**src/rtl/clkgen_tri.sv**
```systemverilog
module clkgen_tri #(
  parameter int SLOW_DIV = 768,
  parameter int PER_DIV  = 6
) (
  input  logic osc,
  input  logic rst_n,
  input  logic slow,
  input  logic stop,
  input  logic start,
  input  logic csync,
  output logic clk_cpu,
  output logic clk_half,
  output logic clk_per
);
  localparam int CW = $clog2(SLOW_DIV);
  localparam int PW = $clog2(PER_DIV);
  localparam logic [CW-1:0] S_LAST = CW'(SLOW_DIV - 1);
  localparam logic [CW-1:0] S_CPU  = CW'(SLOW_DIV - SLOW_DIV / 3);
  localparam logic [CW-1:0] S_HALF = CW'(SLOW_DIV / 2);
  localparam logic [CW-1:0] F_LAST = CW'(2);
  localparam logic [CW-1:0] F_MID  = CW'(1);
  localparam logic [PW-1:0] P_LAST = PW'(PER_DIV - 1);
  localparam logic [PW-1:0] P_HI   = PW'(PER_DIV / 2);

  logic [CW-1:0] cnt;
  logic [PW-1:0] pcnt;
  logic          mode_slow;
  logic          frozen;
  logic          mid;

  wire [CW-1:0] last = mode_slow ? S_LAST : F_LAST;
  wire          wrap = (cnt == last);

  // main divider; ratio is latched only on wrap (falling edge of clk_cpu)
  always_ff @(posedge osc or negedge rst_n) begin
    if (!rst_n) begin
      cnt       <= '0;
      mode_slow <= 1'b0;
    end else if (csync) begin
      cnt       <= slow ? S_LAST : F_LAST;
      mode_slow <= slow;
    end else if (wrap) begin
      cnt       <= '0;
      mode_slow <= slow;
    end else begin
      cnt <= cnt + 1'b1;
    end
  end

  // half-period extension for the 50% clock at divide-by-3
  always_ff @(negedge osc or negedge rst_n) begin
    if (!rst_n) mid <= 1'b0;
    else        mid <= !mode_slow && (cnt == F_MID) && !csync;
  end

  always_ff @(posedge osc or negedge rst_n) begin
    if (!rst_n)     frozen <= 1'b0;
    else if (start) frozen <= 1'b0;
    else if (stop)  frozen <= 1'b1;
  end

  always_ff @(posedge osc or negedge rst_n) begin
    if (!rst_n)       pcnt <= '0;
    else if (csync)   pcnt <= P_LAST;
    else if (!frozen) pcnt <= (pcnt == P_LAST) ? '0 : pcnt + 1'b1;
  end

  assign clk_cpu  = csync | (mode_slow ? (cnt >= S_CPU)  : (cnt == F_LAST));
  assign clk_half = csync | (mode_slow ? (cnt >= S_HALF) : ((cnt == F_LAST) | mid));
  assign clk_per  = csync | (pcnt >= P_HI);
endmodule

```
**config.mk**
```make
export PLATFORM = sky130hd
export DESIGN_NAME = clkgen_tri
export DESIGN_NICKNAME = d
export VERILOG_FILES = /design/src/rtl/clkgen_tri.sv
export SDC_FILE = /design/constraint.sdc
export NUM_CORES = 1
export LEC_CHECK = 0
export ABC_AREA = 1
export ABC_CLOCK_PERIOD_IN_PS = 1550
export BUFFER_PORTS_ARGS = -buffer_cell sky130_fd_sc_hd__buf_2
export CORE_MARGIN = 1
export CORE_UTILIZATION = 57
export DETAILED_ROUTE_END_ITERATION = 16
export PLACE_DENSITY_LB_ADDON = 0.2
export SLEW_MARGIN = 10
export SYNTH_ARGS = -nofsm -noshare
export SYNTH_HDL_FRONTEND = slang
export SYNTH_SLANG_ARGS = --single-unit
```
**constraint.sdc**
```tcl
create_clock -name osc -period 1.55 [get_ports osc]
set_clock_uncertainty 0.1 [all_clocks]
set_input_delay 0.155 -clock osc [delete_from_list [all_inputs] [get_ports osc]]
set_output_delay 0.155 -clock osc [all_outputs]
set_load 0.01 [all_outputs]
```
======== Word level (Yosys, flattened, before mapping) ========
Index checks and enable logic that the tools add are counted.
Widths: inputs -> output; s select.
word-level totals
  bits in latches ......................... 0
  memories kept ........................... 0
  bits in writable memories ............... 0
  logic and storage cells ................. 38
  bits in registers ....................... 16
  input port bits ......................... 6
  ROM bits ................................ 0
cells by class
  equal/unequal tests ..................... 5
  reductions and logical operators ........ 6
  div/mod/pow operators ................... 0
  muxes and demuxes ....................... 13
  multiply operators ...................... 0
  shift-type cells ........................ 0
  magnitude comparators ................... 3
  bitwise operators ....................... 4
  add/sub/neg operators ................... 2
operator list
  kind                   number
  $mux 10                4
  $add 10x1->10 const B  1
  $eq 10x1->1 const B    1
  $eq 10x10->1           1
  $eq 10x2->1 const B    1
  $ge 10x10->1 const B   1
  $ge 10x9->1 const B    1
  $mux 3                 3
  $mux 1                 6
  $or 1x1->1             4
  $reduce_bool 2->1      2
  $add 3x1->3 const B    1
  $eq 3x3->1 const B     1
  $ge 3x2->1 const B     1
  $logic_and 1x1->1      2
  $logic_not 1->1        2
  $ne 2x2->1 const B     1

======== Depth between registers and ports, before layout ========
Gate-level depths: netlist (run 1).
  word-level depth ........................ 4
  mapped depth ............................ 9
  mapped depth without buffers ............ 8

==> results of run 1 <==
[per-stage QoR]
stage	utilization, %	power [W]	setup WS (ps)	hold slack, ps
final	88.8	0.00132	-422	102
after global routing	88.8	0.00138	-469	95.6
after CTS	82.3	0.00120	-412	95.4
after detailed placement	74.1	0.000917	-201	42.1
after global placement	74.1	0.000892	-173	37.7
after floorplan	-	0.000770	-215	-241
[cell usage after synthesis (all sizes together), types with 2 or more instances]
cell type,number,area share (%)
a21oi,2,1.0
buf,2,1.9
dfrtp,15,38
ha,5,6.3
inv,10,4.0
nand2,36,14
nand3,12,7.8
nand4,3,1.9
nor2,19,8.7
nor3,2,1.5
o21ai,7,3.9
xor2,5,4.4
[metal layers]
metal | vias up | part of all wire (%)
li1 | 476 | -
met1 | 488 | 37
met2 | 62 | 51
met3 | 19 | 7.5
met4 | 0 | 4.2
met5 | - | 0
[sequential cells by signal (all words and copies together), names as in the netlist]
register / flops
mode_slow: 1
mid: 1
frozen: 1
cnt: 10
pcnt: 3
[cells by family (layout without fill, tap and decap cells)]
kind of cell,count (synthesis),after routing,share of synthesized area (%)
adders and majority gates,5,5,6.30
DFF,16,16,40.3
xor gates and xnor gates,6,6,5.29
buffers and inverters,12,51,5.92
and+or+nand+nor,75,75,36.4
AOI/OAI and AO/OA,10,10,5.79
[how the worst min path moves through the flow]
stage               depth (start not counted)   from          endpoint
finish                                      3  csync  cnt[5]$_DFF_PN0_
CTS                                         3  csync  cnt[5]$_DFF_PN0_
global placement                            2  rst_n  cnt[1]$_DFF_PN0_
floorplan                                   0  rst_n  cnt[0]$_DFF_PN0_
detailed placement                          2  rst_n  cnt[2]$_DFF_PN0_
global route                                3  csync  cnt[5]$_DFF_PN0_
[cell type report]
class	count	area share, %
flip-flops and latches	16	28.9
inverters	10	3.25
multi-input cells	96	44.6
clock buffers	4	1.90
well taps	16	1.45
repair buffers	37	19.9
[worst reg2reg max path, stage by stage, from the launching register on]
cell	delay, ps
dfrtp_1	400
nor2_2	60
and3_4	170
nor3b_1	120
[cells in the final DEF (no fill, tap or decap), types with 2 or more instances in the layout]
cell type,instances
a21oi_1,2
clkbuf_4,3
nor2_4,3
inv_1,7
nor2_2,2
nand3_2,3
inv_4,3
nand3_1,8
nand4_1,3
xor2_1,5
buf_2,8
o21ai_0,4
nor2_1,14
dlygate4sd3_1,4
nand2_1,31
ha_4,3
buf_4,23
dfrtp_1,15
nand2_2,4
o21ai_1,2
buf_6,2
[timing repair]
item / in CTS / in global routing
endpoints found under the hold margin: 17 / 0
resized for setup: 9 / 15
pin swaps: 7 / 9
setup endpoints to repair: 4 / 11
hold buffers: 4 / 0
buffers inserted: 4 / 5
gates cloned: 0 / 0
[power breakdown]
| group | switching [W] | internal (W) | leakage [nW] |
|---|---|---|---|
| clock | 0.000137 | 0.0000999 | 0.0150 |
| sequential | 0.0000508 | 0.000480 | 0.195 |
| combinational | 0.000303 | 0.000246 | 0.479 |
==> results.cfg, run 1 <==
[layout]
diodes = 0
final_cells = 179
seqCellArea_um2 = 400
multi_input_area_um2 = 618
drive_gt1_share_pct = 36.8
n_fill_cell = 75
syn_to_final_growth_pct = 39.4
fin_area_um2 = 1390
final_nets = 175

[synthesis]
synthFlopType = dfrtp_1
syn_area_per_cell_um2 = 8.01
yosys_warnings = 0
ys_seq_elements = 16
ys_seq_area_share_pct = 40.3
synth_area_um2 = 993
synth_cell_types = 27
syn_nets = 135
asyncSetResetFlopFracSynth_pct = 100
syn_inst = 124
synth_edf_count = 0

[floorplan]
fp-row-count = 14
initial_core_util_pct = 63.7
ios = 9
dieArea_um2 = 1910
core_um2 = 1560
die_y_um = 43.8
die_x_um = 43.8

[global_routing]
grt_max_degree = 16
busiest_layer = met2
grt_pass1_vias = 965
grt_use_met2_pct = 55.5
grt-ovfl-total = 0
antenna_found_initial = 0
met1_usage_pct = 39.2
grt.total_usage_pct = 31.6
grt_pass1_wl_um = 4340
met3_usage_pct = 2.50

[power]
p_leak_nw = 0.689
vdd_drop_max_uv = 1040
power.density_nw_per_um2 = 950

[worst_setup_path]
path_buf_inv = 1
critPathCapture = clk_half
max_stage_delay_ps = 400
cpMaxStageDelayCell = dfrtn_1
r2r-start = cnt[6]$_DFF_PN0_
crit_family = flip-flops
cp-start-kind = flip-flop
cp.required_ps = 1290
cp_cell_sequence = nand2_1 > nand4_1 > buf_2
crit_fanout = 1
r2r_end = mid$_DFF_NN0_
startpoint = mid$_DFF_NN0_
r2r_cells = 3
path_class = flip-flop to output port
cp-end-kind = output port
arrival_ps = 1720
path_depth = 3
reg2reg_slack_ps = -230

[sta]
setup_viol = 7
max_slew.worst_pin.slew_ps = 314
slew_viol_final = 0
slew-limit-headroom_pct = 79.0
setup-tns-final_ps = -879
setup_ws_ps = -422
rsz0062_at_grt = true
hold_viol = 0

[clock_network]
htree_num_levels = 1
cts_tree = done
numClockSinks = 16
root_buffer = clkbuf_4
cts.path.max_buffers = 2
clk_latency_ps = 290
cts_buffers = 3
clkTransAtPathRegs_ps = 90

[placed_design]
dpl_cell_area_um2 = 1150
place_congestion = 0.904
dp.cells = 162
dpl.hpwl_um = 1730
port_buffers = 8

[hold_path]
hold_class = input pin to flip-flop

[run]
cap_violations = 0

[drt]
drt-wirelength-per-cell_um = 16.7
wl_um = 2990
drc_errors = 0
num_vias = 1045
first_pass_iters = 4
first_iter_violations = 49
via_per_inst = 5.84
ant_nets = 0

[status]
violations = negative setup slack
status = complete, but fails checks
No activity file was read; power rests on OpenSTA's default activity.
==> run 2: changes to the inputs <==
--- a/config.mk
+++ b/config.mk
@@ -6,10 +6,10 @@
 export NUM_CORES = 1
 export LEC_CHECK = 0
 export ABC_AREA = 1
-export ABC_CLOCK_PERIOD_IN_PS = 1550
+export ABC_CLOCK_PERIOD_IN_PS = 2400
 export BUFFER_PORTS_ARGS = -buffer_cell sky130_fd_sc_hd__buf_2
 export CORE_MARGIN = 1
-export CORE_UTILIZATION = 57
+export CORE_UTILIZATION = 60
 export DETAILED_ROUTE_END_ITERATION = 16
 export PLACE_DENSITY_LB_ADDON = 0.2
 export SLEW_MARGIN = 10
==> constraint.sdc (replaced) <==
create_clock -name osc -period 2.4 [get_ports osc]
set_clock_uncertainty 0.1 [all_clocks]
set_input_delay 0.24 -clock osc [delete_from_list [all_inputs] [get_ports osc]]
set_output_delay 0.24 -clock osc [all_outputs]
set_load 0.01 [all_outputs]
==> results.cfg, run 2 (synthesized netlist as in run 1, its figures left out) <==
[drt]
ant_nets = 0
drt-wirelength-per-cell_um = 13.6
wl_um = 2140
first_iter_violations = 32
num_vias = 861
first_pass_iters = 4
via_per_inst = 5.48
drc_errors = 0

[worst_setup_path]
arrival_ps = 2130
cp_cell_sequence = nand2_1 > nand4_1 > buf_2
crit_family = flip-flops
cp-end-kind = output port
reg2reg_slack_ps = 100
path_depth = 3
startpoint = mid$_DFF_NN0_
cp-start-kind = flip-flop
critPathCapture = clk_half
cp.required_ps = 2060
r2r-start = cnt[1]$_DFF_PN0_
r2r_cells = 4
r2r_end = mid$_DFF_NN0_
crit_fanout = 1
max_stage_delay_ps = 400
path_class = flip-flop to output port
path_buf_inv = 1
cpMaxStageDelayCell = dfrtn_1

[clock_network]
numClockSinks = 16
cts_tree = done
cts.path.max_buffers = 2
postCtsSetupBuffers = 0
clk_latency_ps = 280
root_buffer = clkbuf_4
clkTransAtPathRegs_ps = 100
cts_buffers = 3
htree_num_levels = 1

[layout]
syn_to_final_growth_pct = 13.6
drive_gt1_share_pct = 19.1
multi_input_area_um2 = 534
final_util_pct = 74.1
final_nets = 153
seqCellArea_um2 = 400
n_fill_cell = 119
regMostFlops = cnt
final_cell_mix = nand2_1, nor2_1, dfrtp_1, nand3_1, inv_1
largest_reg_flops = 10
final_common_cell = nand2_1
diodes = 0
top_regs = cnt (10), pcnt (3)

[placed_design]
place_congestion = 0.903
port_buffers = 8
dpl.hpwl_um = 1640

[run]
cap_violations = 0

[sta]
hold_viol = 0
hold_slack_ps = 72.4
setup_viol = 1
setup_ws_ps = -69.7
max_slew.worst_pin.slew_ps = 277
slew-limit-headroom_pct = 81.5
setup-tns-final_ps = -69.7
slew_viol_final = 0
rsz0062_at_grt = true

[global_routing]
grt-ovfl-total = 0
antenna_found_initial = 0
grt.total_usage_pct = 27.0
grt_pass1_vias = 889
grt_pass1_wl_um = 3660
grt_max_degree = 16

[floorplan]
die_y_um = 42.7
core_um2 = 1520
die_x_um = 42.7
initial_core_util_pct = 65.2
dieArea_um2 = 1820
ios = 9
fp-row-count = 14

[power]
vdd_drop_max_uv = 547
finalPower_w = 0.000737
p_leak_nw = 0.575
power.density_nw_per_um2 = 653

[status]
status = complete, but fails checks
violations = negative setup slack

[hold_path]
hold_class = input pin to flip-flop
run 2: power breakdown:
group / switching (W) / internal, W / total (W)
logic: 0.000124 / 0.0000820 / 0.000206
registers: 0.0000424 / 0.000310 / 0.000352
clock network: 0.0000869 / 0.0000922 / 0.000179
total: 0.000253 / 0.000484 / 0.000737
run 2: layout make-up:
| type | instances | area share (%) |
|---|---|---|
| clock buffer | 4 | 3.22 |
| inverter | 10 | 3.55 |
| multi-input combinational | 96 | 47.3 |
| sequential | 16 | 35.5 |
| tap | 16 | 1.77 |
| timing repair buffer | 15 | 8.65 |
run 2: worst register-to-register path: cells and delay by family, from the launching register on:
kind	cells	cell delay, ps
simple gates	2	130
flops	1	440
buf+inv	1	90
fa+ha+maj	1	190
run 2: stage by stage:
step	setup slack [ps]	area [µm²]	instances
after global routing	-111	1130	157
after floorplan	195	993	124
after detailed placement	115	1070	151
after global placement	179	1070	151
after CTS	-81.6	1130	157
final	-69.7	1130	157
run 2: routing by layer:
metal	routed length (µm)	share of wire (%)	global-route usage (%)	up-vias
li1	-	-	-	431
met1	969	45	33.7	412
met2	1090	51	46.7	16
met3	52	2.4	4.68	2
met4	25	1.2	9.38	0
met5	0	0	0	-
run 2: repair_timing:
item | in CTS | in global routing
hold endpoints to repair | 16 | 0
resized for setup | 0 | 0
endpoints found under the setup margin | 1 | 1
hold buffers | 2 | 0
pin swaps | 1 | 0
run 2: worst min-delay path by stage:
stage | cells after the start | slack, ps | from | to
2_1_floorplan | 0 | -160 | rst_n | cnt[0]$_DFF_PN0_
3_3_place_gp | 2 | 120 | rst_n | cnt[0]$_DFF_PN0_
3_5_place_dp | 2 | 120 | rst_n | cnt[0]$_DFF_PN0_
4_1_cts | 3 | 70 | slow | mode_slow$_DFFE_PN0P_
5_1_grt | 3 | 70 | slow | mode_slow$_DFFE_PN0P_
6_report | 3 | 70 | slow | mode_slow$_DFFE_PN0P_
